<file path="src/rtl/port_regs_pkg.sv">
package port_regs_pkg;
  localparam int ERR_W = 16;
  localparam logic [ERR_W-1:0] ERR_IMPL_MASK = 16'h0F03;
  localparam logic [ERR_W-1:0] ERR_HALT_MASK = 16'h0F00;
  localparam int PHY_NRDY_BIT = 1;

  typedef struct packed {
    logic errW1c;
    logic tagSet;
    logic tagClrAll;
    logic selErr;
    logic selTag;
  } regStrb_t;
endpackage

</file>
<file path="src/rtl/port_regs_ctrl.sv">
module port_regs_ctrl
  import port_regs_pkg::*;
#(
  parameter int ADDR_W = 8,
  parameter logic [ADDR_W-1:0] ERR_OFS = 8'h04,
  parameter logic [ADDR_W-1:0] TAG_OFS = 8'h08
) (
  input  logic              clk,
  input  logic              rstN,
  input  logic              regWr,
  input  logic              regRd,
  input  logic [ADDR_W-1:0] regAddr,
  input  logic              portStart,
  input  logic              comReset,
  input  logic              softReset,
  output regStrb_t          strb
);
  logic prevStart;
  logic hitErr;
  logic hitTag;
  logic startFall;

  always_ff @(posedge clk) begin
    if (!rstN) prevStart <= 1'b0;
    else       prevStart <= portStart;
  end

  always_comb begin
    hitErr         = (regAddr == ERR_OFS);
    hitTag         = (regAddr == TAG_OFS);
    startFall      = prevStart && !portStart;
    strb.errW1c    = regWr && hitErr;
    strb.tagSet    = regWr && hitTag;
    strb.tagClrAll = startFall || comReset || softReset;
    strb.selErr    = regRd && hitErr;
    strb.selTag    = regRd && hitTag;
  end
endmodule

</file>
<file path="src/rtl/port_regs_dp.sv">
module port_regs_dp
  import port_regs_pkg::*;
#(
  parameter int DATA_W = 32,
  parameter int TAG_N  = 32
) (
  input  logic              clk,
  input  logic              rstN,
  input  regStrb_t          strb,
  input  logic [DATA_W-1:0] wdata,
  input  logic [ERR_W-1:0]  errEvt,
  input  logic              phyNotReady,
  input  logic              devBitsValid,
  input  logic [TAG_N-1:0]  devBitsMask,
  output logic [DATA_W-1:0] rdata,
  output logic              stopXfer
);
  logic [ERR_W-1:0] errQ, errSet, errClr, errNext;
  logic [TAG_N-1:0] tagQ, tagSwSet, tagHwClr, tagNext;

  // Error register: events dominate software clears
  always_comb begin
    errSet  = (errEvt | (ERR_W'(phyNotReady) << PHY_NRDY_BIT)) & ERR_IMPL_MASK;
    errClr  = strb.errW1c ? (wdata[ERR_W-1:0] & ERR_IMPL_MASK) : '0;
    errNext = (errQ & ~errClr) | errSet;
  end

  // Active-tag register: hardware clears dominate software sets
  always_comb begin
    tagSwSet = strb.tagSet ? wdata[TAG_N-1:0] : '0;
    if (strb.tagClrAll)  tagHwClr = '1;
    else if (devBitsValid) tagHwClr = devBitsMask;
    else                 tagHwClr = '0;
    tagNext = (tagQ | tagSwSet) & ~tagHwClr;
  end

  always_ff @(posedge clk) begin
    if (!rstN) begin
      errQ <= '0;
      tagQ <= '0;
    end else begin
      errQ <= errNext;
      tagQ <= tagNext;
    end
  end

  always_comb begin
    if (strb.selErr)      rdata = DATA_W'(errQ);
    else if (strb.selTag) rdata = DATA_W'(tagQ);
    else                  rdata = '0;
  end

  assign stopXfer = |(errQ & ERR_HALT_MASK);

  AST_RSVD_ZERO: assert property (@(posedge clk) disable iff (!rstN)
    (errQ & ~ERR_IMPL_MASK) == '0);
  AST_EVT_KEPT: assert property (@(posedge clk) disable iff (!rstN)
    (errSet != '0) |=> ((errQ & $past(errSet)) == $past(errSet)));
  AST_HW_CLR_WINS: assert property (@(posedge clk) disable iff (!rstN)
    (tagHwClr != '0) |=> ((tagQ & $past(tagHwClr)) == '0));
  AST_CLR_ALL: assert property (@(posedge clk) disable iff (!rstN)
    strb.tagClrAll |=> (tagQ == '0));
  AST_STOP_FALL: assert property (@(posedge clk) disable iff (!rstN)
    $fell(stopXfer) |-> $past(strb.errW1c));
endmodule

</file>
<file path="src/rtl/sata_port_regs.sv">
module sata_port_regs
  import port_regs_pkg::*;
#(
  parameter int ADDR_W = 8,
  parameter int DATA_W = 32,
  parameter int TAG_N  = 32
) (
  input  logic              clk,
  input  logic              rstN,
  input  logic              regWr,
  input  logic              regRd,
  input  logic [ADDR_W-1:0] regAddr,
  input  logic [DATA_W-1:0] regWdata,
  output logic [DATA_W-1:0] regRdata,
  input  logic [ERR_W-1:0]  errEvt,
  input  logic              phyNotReady,
  input  logic              devBitsValid,
  input  logic [TAG_N-1:0]  devBitsMask,
  input  logic              portStart,
  input  logic              comReset,
  input  logic              softReset,
  output logic              stopXfer
);
  regStrb_t strb;

  port_regs_ctrl #(
    .ADDR_W (ADDR_W),
    .ERR_OFS(ADDR_W'(4)),
    .TAG_OFS(ADDR_W'(8))
  ) i_ctrl (
    .clk      (clk),
    .rstN     (rstN),
    .regWr    (regWr),
    .regRd    (regRd),
    .regAddr  (regAddr),
    .portStart(portStart),
    .comReset (comReset),
    .softReset(softReset),
    .strb     (strb)
  );

  port_regs_dp #(
    .DATA_W(DATA_W),
    .TAG_N (TAG_N)
  ) i_dp (
    .clk         (clk),
    .rstN        (rstN),
    .strb        (strb),
    .wdata       (regWdata),
    .errEvt      (errEvt),
    .phyNotReady (phyNotReady),
    .devBitsValid(devBitsValid),
    .devBitsMask (devBitsMask),
    .rdata       (regRdata),
    .stopXfer    (stopXfer)
  );
endmodule

</file>
<file path="config.mk">
export PLATFORM = sky130hd
export DESIGN_NAME = sata_port_regs
export DESIGN_NICKNAME = d
export VERILOG_FILES = /design/src/rtl/port_regs_pkg.sv /design/src/rtl/port_regs_ctrl.sv /design/src/rtl/port_regs_dp.sv /design/src/rtl/sata_port_regs.sv
export SDC_FILE = /design/constraint.sdc
export NUM_CORES = 1
export LEC_CHECK = 0
export BUFFER_PORTS_ARGS = -buffer_cell sky130_fd_sc_hd__buf_2
export CAP_MARGIN = 20
export CORE_MARGIN = 3
export CORE_UTILIZATION = 34
export DETAILED_ROUTE_END_ITERATION = 10
export PLACE_DENSITY = 0.73
export SYNTH_ARGS = -nofsm -noshare
export SYNTH_HDL_FRONTEND = slang
export SYNTH_SLANG_ARGS = --single-unit
</file>
<file path="constraint.sdc">
create_clock -name clk -period 3.59 [get_ports clk]
set_input_delay 0.8975 -clock clk [delete_from_list [all_inputs] [get_ports clk]]
set_output_delay 0.8975 -clock clk [all_outputs]
set_load 0.02 [all_outputs]
</file>
# Word level (Yosys, flattened, before mapping)

Index checks and enable logic that the tools add are counted.

Word-level logic and storage cells: 27
Output and inout port bits: 33
Input bits: 97
Register bits: 49

Equality and inequality tests: 2
Bitwise logic cells: 7
Reduce and logical (&&, ||, !) cells: 9
Multiplexer cells: 6

Operator list:

| operator             | count |
|---|---|
| $mux W32             | 5 |
| $and A32 B32 Y32     | 1 |
| $not A32 Y32         | 1 |
| $or A32 B32 Y32      | 1 |
| $and A16 B16 Y16     | 1 |
| $not A16 Y16         | 1 |
| $or A16 B12 Y16      | 1 |
| $mux W12             | 1 |
| $or A12 B2 Y12       | 1 |
| $eq A8 B3 Y1 const B | 1 |
| $eq A8 B4 Y1 const B | 1 |
| $logic_and A1 B1 Y1  | 5 |
| $reduce_or A4 Y1     | 1 |
| $logic_or A1 B1 Y1   | 2 |
| $logic_not A1 Y1     | 1 |

# Depth between registers and ports, before layout

Gate-level depths: netlist of run 1.

Depth after elaboration: 7
Depth in mapped cells: 6
Depth with buffers taken out: 3

# Modules after synthesis

From an unflattened synthesis of run 1, not the netlist that was laid out.

Cell total of the unflattened synthesis: 192
Area, all modules: 1860.5 um^2

By module, submodules not included:

| module         | instances | area an instance (um^2) | sequential area each (um^2) | cells each |
|---|---|---|---|---|
| port_regs_dp   | 1         | 1766.7                  | 760.7                       | 178 |
| port_regs_ctrl | 1         | 93.8                    | 20.0                        | 14 |

# Worst setup path before layout of run 1

No wires, ideal clock.

Path kind: input -> output
Start: input regAddr[5]
End: output regRdata[12]
Arrival time: 1853 ps
Data required time: 2693 ps
Buffers on the path: 2
Slack: 840 ps
Stages: 5
Path through: nor4_4 and4_1 buf_4 buf_6 and2_1

Word-level cells in the longest chain between the ends: 4
Elaborated cells between the ends (all ways): 6
Those cells by class: eq/ne: 2; mux: 2; reduce/logical: 2

Ends and longest elaborated chain:

| item                | line                 | text |
|---|---|---|
| start, declared     | sata_port_regs.sv:12 | `input logic [ADDR_W-1:0] regAddr,` |
| $eq A8 B4 Y1        | port_regs_ctrl.sv:30 | `hitTag = (regAddr == TAG_OFS);` |
| $logic_and A1 B1 Y1 | port_regs_ctrl.sv:36 | `strb.selTag = regRd && hitTag;` |
| $mux W32            | port_regs_dp.sv:49   | `else if (strb.selTag) rdata = DATA_W'(tagQ);` |
| $mux W32 *          | port_regs_dp.sv:48   | `if (strb.selErr) rdata = DATA_W'(errQ);` |
| end, declared       | sata_port_regs.sv:14 | `output logic [DATA_W-1:0] regRdata,` |

Mark *: on every way between the ends. The rest lies on a longest branch, timed or not.

# Worst setup path in the final report of run 1

Start: input regAddr[5]
End: output regRdata[21]

Same word-level chain as after synthesis.

==> flow_summary.ini, run 1 <==
[status]
status = complete, no violations

[synthesis]
syn-cell-area_sq_um = 1920
synth_largest_area_cell = dfxtp_1
number_of_nets_produced_by_synthesis = 315
netlist_top_cells_area = dfxtp_1 41%, o211a_1 17%, and2_1 8.8%, a21oi_1 8.3%, nor2_1 7.8%
synth-seq-area-share = 0.407
synth.top_cell.area_share = 0.407
synth.ff_latch_count = 39
syn_inst = 218
synth_cell_type_count = 22
avgSynthCellArea_sq_um = 8.81
synth-warning-count = 0

[timing]
timing.setup.tns_ps = 0
finalWorstPathRequiredPeriod_ps = 3020
report.final.setup_viol = 0
worst_pin_slew_ps = 624
hold_viol = 0
grt_setup_unrepaired = false
fin_worst_skew_ps = 2.95
fmax_mhz = 331
slew_violations = 0
timing.final.crit_share = 0.842
timing.slew.headroom = 0.584

[final_layout]
leading_cell_type_in_the_layout_fill_and_taps_excluded = buf_2
antenna_cells = 0
finish.instance_area_sq_um = 2620
finish.net_count = 430
mostFrequentLayoutCells = 119 x buf_2, 40 x nor2_1, 39 x dfxtp_1
layout-area-overhead-vs-synth_pct = 36.4
drive_gt1_frac = 0.399

[clock_network]
hold_buffers = 0
tritoncts = yes
cts.sink_count = 39
worst_setup_hold_path_clk_slew_ps = 70
number_of_buffers_inserted_during_clock_tree_synthesis = 5
post_cts_buffers = 0
htree_num_levels = 2
clk_latency_ps = 280
ctsResizeCount = 0
clock_tree.root_cell = clkbuf_8
clockBufferDepth = 2

[drt]
initialDrtViolationCount = 49
detail_route.vias_per_cell = 5.02
total_via_count_in_the_routed_design = 2025
drc = 0
wl_per_cell_microns = 12.6
first_pass_iters = 4
drtAntennaViolNets = 0
detail_route.wirelength_microns = 5100

[global_routing]
grt_pass1_vias = 1791
antenna_found_initial = 0
pin_count_of_the_biggest_net_entering_global_routing = 33
globalRouteTotalUtil = 0.154
overflow = 0
grt_first_pass_wirelength_microns = 7850

[setup_path]
maximum_fanout_along_the_worst_path = 26
worstSetupStartpointType = primary input
timing.critical_path.max_delay_family = simple AND/OR/NAND/NOR gates
origin_of_the_critical_flop_to_flop_path = i_ctrl.prevStart
setup.worst_path.start = regAddr[5]
timing.critical_path.arrival_ps = 2120
worstPathCellList = buf_2 > nor4_4 > and4_1 > buf_4 > and2_1 > buf_2
r2r_slack_ps = 2330
cp_slowest_cell = nor4_4
slowest_cell_delay_on_critical_path_ps = 330
critical_path_required_ps = 2690
path_depth = 6
reg2reg_depth = 4
timing.critical_path.buf_inv = 3
crit_path_end = regRdata[21]
worstSetupEndpointType = primary output
setup.worst_path.class = in -> out
cp_common_cell = buf_2
worstReg2RegEnd = i_dp.tagQ[24]

[power]
total_leakage_power_nw = 1.80
vdd_ir_drop_max_uv = 136
power_per_cell_area_nw_per_um2 = 317

[placed_design]
io_buffer_count = 119
gp_routability_congestion = 0.800
placed_cell_area_sq_um = 2530
detailed_place_hpwl_microns = 3840

[floorplan]
floorplan.die_area_sq_um = 6590
die_height_microns = 81.2
top_level_ports = 130
core_area_sq_um = 5270
initial_cell_density_of_the_core = 0.364
floorplan.rows = 26
floorplan.die.width_microns = 81.2

[run]
number_of_maximum_capacitance_violations = 0

[hold_path]
hold_path.class = reg -> reg
cells by family (layout without fill, tap and decap cells):
group,count (synthesis),count (layout),share of synthesized area
buf+inv,20,135,0.0677
simple gates,77,77,0.216
compound gates,82,82,0.310
flops,39,39,0.407
routing by layer:
metal  vias to the layer above  share of wire  GRT usage
li1                       1009              -          -
met1                       910           0.42      0.177
met2                        95           0.46      0.268
met3                        11          0.099     0.0455
met4                         0          0.021     0.0591
met5                         -              0          0
where the power goes:
group	internal (mW)	switching (mW)	leakage, nW	total [mW]
logic	0.0532	0.0489	1.44	0.102
registers	0.438	0.00310	0.316	0.441
clock network	0.151	0.138	0.0470	0.288
layout make-up:
cell class                 count  area (sq um)
clock inverter                 1          5.00
inverter                       5          18.8
tap                           70          87.6
fill                         547          2650
multi-input combinational    159          1020
timing repair buffer         123           626
clock buffer                   6          82.6
sequential                    39           781
state kept, by name (all words and copies together), names as in the netlist:
name / count
i_ctrl.prevStart: 1
i_dp.errQ: 6
i_dp.tagQ: 32
cells in the mapped netlist, drive strengths merged:
cell / number
inv: 5
a22oi: 6
dfxtp: 39
o211a: 32
a31oi: 6
o21ai: 5
and4: 3
or4: 1
nor4b: 1
nor2b: 3
nand3: 1
o31ai: 1
nor2: 40
clkbuf: 4
a21oi: 32
nor4: 1
buf: 11
and2: 27
worst min path at each step:
stage	from	endpoint	cells after the start	slack, ps
3_5_place_dp	i_dp.tagQ[15]	i_dp.tagQ[15]	1	500
5_1_grt	i_dp.tagQ[14]	i_dp.tagQ[14]	1	530
6_report	i_dp.tagQ[27]	i_dp.tagQ[27]	1	520
4_1_cts	i_dp.tagQ[15]	i_dp.tagQ[15]	1	520
2_1_floorplan	i_dp.tagQ[12]	i_dp.tagQ[12]	1	490
3_3_place_gp	i_dp.tagQ[27]	i_dp.tagQ[27]	1	490
stage by stage:
step           total power, mW  hold WS (ps)   util  instances  worst slack (ps)
2_1_floorplan            0.492           486      -        218               840
3_3_place_gp             0.552           495  0.480        396               581
3_5_place_dp             0.553           505  0.480        396               567
4_1_cts                  0.846           521  0.497        403               567
5_1_grt                  0.880           533  0.497        403               463
6_report                 0.831           519  0.497        403               568
Power figures use the tool's default switching activity.
==> run 2, diff against run 1 <==
Settings changed: PLACE_DENSITY 0.73 to 0.75.
Clock period 3.59 ns to 2.5 ns, I/O delays scaled along.
==> flow_summary.ini, run 2 (same netlist as run 1, synthesis figures left out) <==
[status]
status = complete, no violations

[global_routing]
pin_count_of_the_biggest_net_entering_global_routing = 33
overflow = 0
grt_pass1_vias = 1756
globalRouteTotalUtil = 0.152
grt_first_pass_wirelength_microns = 7770
antenna_found_initial = 0

[clock_network]
hold_buffers = 0
post_cts_buffers = 0
worst_setup_hold_path_clk_slew_ps = 70
number_of_buffers_inserted_during_clock_tree_synthesis = 5
clockBufferDepth = 2
tritoncts = yes
htree_num_levels = 2
cts.sink_count = 39
clk_latency_ps = 280
ctsResizeCount = 0
clock_tree.root_cell = clkbuf_8

[setup_path]
timing.critical_path.max_delay_family = simple AND/OR/NAND/NOR gates
worstPathCellList = buf_2 > nor4_4 > and4_1 > buf_12 > and2_1 > buf_2
maximum_fanout_along_the_worst_path = 26
cp_common_cell = buf_2
setup.worst_path.start = regAddr[5]
cp_slowest_cell = nor4_4
worstSetupStartpointType = primary input
setup.worst_path.class = in -> out
timing.critical_path.arrival_ps = 1770
critical_path_required_ps = 1880
origin_of_the_critical_flop_to_flop_path = i_ctrl.prevStart
worstSetupEndpointType = primary output
slowest_cell_delay_on_critical_path_ps = 280
timing.critical_path.buf_inv = 3

[timing]
timing.setup.tns_ps = 0
grt_setup_unrepaired = false
slew_violations = 0
timing.slew.headroom = 0.588
postLayoutSetupSlackWorst_ps = 105
hold_ws_ps = 517
report.final.setup_viol = 0
fmax_mhz = 418
finalWorstPathRequiredPeriod_ps = 2390
fin_worst_skew_ps = 3.35
worst_pin_slew_ps = 617
hold_viol = 0
timing.final.crit_share = 0.958

[drt]
first_pass_iters = 4
initialDrtViolationCount = 61
drc = 0
detail_route.wirelength_microns = 5200
detail_route.vias_per_cell = 4.88
wl_per_cell_microns = 12.8
drtAntennaViolNets = 0
total_via_count_in_the_routed_design = 1981

[final_layout]
largestRegisters = i_dp.tagQ (32), i_dp.errQ (6), i_ctrl.prevStart (1)
layout-area-overhead-vs-synth_pct = 40.1
largest_register_ff_count = 32
leading_cell_type_in_the_layout_fill_and_taps_excluded = buf_2
finish.net_count = 432
mostFrequentLayoutCells = 119 x buf_2, 40 x nor2_1, 39 x dfxtp_1
top_register = i_dp.tagQ
drive_gt1_frac = 0.402
final_cell_count_no_fill = 406
finish.instance_area_sq_um = 2690
antenna_cells = 0

[power]
total_leakage_power_nw = 1.83
seq_power_share = 0.455
power_per_cell_area_nw_per_um2 = 517
p_comb_frac = 0.106
power_frac_clock = 0.439
vdd_ir_drop_max_uv = 224
cell_internal_power_mw = 1.10
power_switching_share = 0.206
net-switching-power_uw = 286

[placed_design]
gp_routability_congestion = 0.776
post-place-cells = 398
io_buffer_count = 119
detailed_place_hpwl_microns = 4020
placed_cell_area_sq_um = 2560
pre_cts_slack_ps = 103

[floorplan]
initial_cell_density_of_the_core = 0.364
floorplan.die_area_sq_um = 6590
core_area_sq_um = 5270
top_level_ports = 130
floorplan.die.width_microns = 81.2
floorplan.rows = 26
die_height_microns = 81.2

[hold_path]
hold_path.class = reg -> reg
worstHoldStart = i_dp.tagQ[5]

[run]
number_of_maximum_capacitance_violations = 0
run 2: metal layers:
| layer | track usage | wire length [microns] |
|---|---|---|
| met1 | 0.175 | 2260 |
| met4 | 0.0524 | 30 |
| met2 | 0.266 | 2480 |
| met3 | 0.0488 | 420 |
| met5 | 0 | 0 |
run 2: worst register-to-register path, delay by kind of cell (launching register included):
family	cells	cell delay, ps
AO/OA/AOI/OAI	1	210
buffers and inverters	1	350
flip-flops	1	300
AND/OR/NAND/NOR	2	340
run 2: path summary, 6_finish.rpt:
check | end | cells after the start | slack [ps]
setup reg to reg | i_dp.tagQ[27] | 4 | 1240
hold / removal | i_dp.tagQ[5] | 1 | 520
setup / recovery | regRdata[4] | 6 | 110
hold reg to reg | i_dp.tagQ[5] | 1 | 520
run 2: stage by stage:
stage          power [mW]  utilization
2_1_floorplan       0.706            -
3_3_place_gp        0.792        0.486
3_5_place_dp        0.795        0.486
5_1_grt              1.46        0.511
4_1_cts              1.41        0.511
6_report             1.39        0.511
run 2: area by class of cell:
| class | count | area [sq um] |
|---|---|---|
| fillers | 539 | 2580 |
| multi-input cells | 159 | 1020 |
| flip-flops and latches | 39 | 781 |
| repair buffers | 125 | 653 |
| well taps | 70 | 87.6 |
| clock buffers | 6 | 72.6 |
| clock inverters | 2 | 60.1 |
| inverters | 5 | 18.8 |
run 2: power by group through the flow:
stage	combinational [mW]	sequential, mW	clock, mW
floorplan	0.0601	0.646	0
global placement	0.145	0.647	0
detailed placement	0.148	0.647	0
CTS	0.148	0.633	0.630
global route	0.163	0.634	0.664
finish	0.147	0.633	0.610
==> run 3, diff against run 2 <==
Settings changed: RECOVER_POWER set to 50.
==> flow_summary.ini, run 3 (same netlist as run 1, synthesis figures left out) <==
[floorplan]
floorplan.rows = 26
floorplan.die_area_sq_um = 6590
top_level_ports = 130
initial_cell_density_of_the_core = 0.364
floorplan.die.width_microns = 81.2
die_height_microns = 81.2
core_area_sq_um = 5270

[final_layout]
largest_register_ff_count = 32
final.fill_count = 542
top_register = i_dp.tagQ
finish.net_count = 432
largestRegisters = i_dp.tagQ (32), i_dp.errQ (6), i_ctrl.prevStart (1)
leading_cell_type_in_the_layout_fill_and_taps_excluded = buf_2
antenna_cells = 0
mostFrequentLayoutCells = 117 x buf_2, 40 x nor2_1, 39 x dfxtp_1
drive_gt1_frac = 0.384
layout-area-overhead-vs-synth_pct = 39.3

[global_routing]
grt_first_pass_wirelength_microns = 7770
antenna_found_initial = 0
overflow = 0
globalRouteTotalUtil = 0.152
pin_count_of_the_biggest_net_entering_global_routing = 33
grt_pass1_vias = 1756

[timing]
timing.slew.headroom = 0.501
postLayoutSetupSlackWorst_ps = 112
hold_viol = 0
fin_worst_skew_ps = 3.11
grt_setup_unrepaired = false
worst_pin_slew_ps = 749
hold_ws_ps = 517
timing.final.crit_share = 0.955
report.final.setup_viol = 0
slew_violations = 0
timing.setup.tns_ps = 0
finalWorstPathRequiredPeriod_ps = 2390
fmax_mhz = 419

[clock_network]
clk_latency_ps = 280
post_cts_buffers = 0
htree_num_levels = 2
cts.sink_count = 39
number_of_buffers_inserted_during_clock_tree_synthesis = 5
tritoncts = yes
ctsResizeCount = 0
clock_tree.root_cell = clkbuf_8
hold_buffers = 0
worst_setup_hold_path_clk_slew_ps = 70
clockBufferDepth = 2

[placed_design]
gp_routability_congestion = 0.776
pre_cts_slack_ps = 103
detailed_place_hpwl_microns = 4020
io_buffer_count = 119

[setup_path]
timing.critical_path.max_delay_family = simple AND/OR/NAND/NOR gates
timing.critical_path.buf_inv = 3
worstSetupEndpointType = primary output
slowest_cell_delay_on_critical_path_ps = 290
setup.worst_path.start = regAddr[5]
worstPathCellList = clkbuf_1 > nor4_4 > and4_1 > buf_12 > and2_1 > buf_2
cp_slowest_cell = nor4_4
setup.worst_path.class = in -> out
timing.critical_path.arrival_ps = 1760
worstSetupStartpointType = primary input
maximum_fanout_along_the_worst_path = 26
origin_of_the_critical_flop_to_flop_path = i_ctrl.prevStart
critical_path_required_ps = 1880
r2r_slack_ps = 1230

[run]
number_of_maximum_capacitance_violations = 0

[power]
p_total_mw = 1.39
seq_power_share = 0.456
total_leakage_power_nw = 1.81
cell_internal_power_mw = 1.10
net-switching-power_uw = 285
power_frac_clock = 0.439
vdd_ir_drop_max_uv = 223
p_comb_frac = 0.105
power_switching_share = 0.205
power_per_cell_area_nw_per_um2 = 519

[drt]
initialDrtViolationCount = 65
detail_route.wirelength_microns = 5190
first_pass_iters = 4
drtAntennaViolNets = 0
total_via_count_in_the_routed_design = 1983
wl_per_cell_microns = 12.8
drc = 0
detail_route.vias_per_cell = 4.88

[status]
status = complete, no violations

[hold_path]
hold_path.class = reg -> reg
worstHoldStart = i_dp.tagQ[5]
[run 3: cell types whose count changed in the layout (fill, tap and decap cells not counted), sizes merged]
cell / previous run / this run
buf: 125 / 120
clkbuf: 6 / 11
[run 3: final cells by class]
type / instances / area (sq um) / share of cell area
multi-input cells: 159 / 1020 / 0.380
flip-flops and latches: 39 / 781 / 0.292
clock buffers: 6 / 72.6 / 0.0271
repair buffers: 125 / 639 / 0.239
clock inverters: 2 / 60.1 / 0.0224
well taps: 70 / 87.6 / 0.0327
inverters: 5 / 18.8 / 0.00701
[run 3: stage by stage]
stage,instance area [sq um],util,std cells
2_1_floorplan,1920,-,218
3_5_place_dp,2560,0.486,398
3_3_place_gp,2560,0.486,398
4_1_cts,2690,0.511,406
6_report,2680,0.508,406
5_1_grt,2680,0.508,406
[run 3: path summary, 6_finish.rpt]
check / to / cells past startpoint
setup / recovery: regRdata[4] / 6
hold / removal: i_dp.tagQ[5] / 1
hold reg to reg: i_dp.tagQ[5] / 1
setup reg to reg: i_dp.tagQ[27] / 4
[run 3: power groups by stage]
stage	combinational, mW	clock, mW	sequential, mW
after floorplan	0.0601	0	0.646
after global placement	0.145	0	0.647
after detailed placement	0.148	0	0.647
after CTS	0.148	0.630	0.633
after global routing	0.162	0.664	0.634
final	0.146	0.609	0.633
[run 3: worst register-to-register path: cells and delay by family (launching register included)]
family | cells | cell delay (ps)
buffers and inverters | 1 | 350
and+or+nand+nor | 2 | 340
DFF | 1 | 300
AOI/OAI and AO/OA | 1 | 210
[run 3: layer usage]
metal	global-route usage	routed length (microns)
met5	0	0
met4	0.0524	30
met3	0.0488	446
met2	0.266	2490
met1	0.175	2230
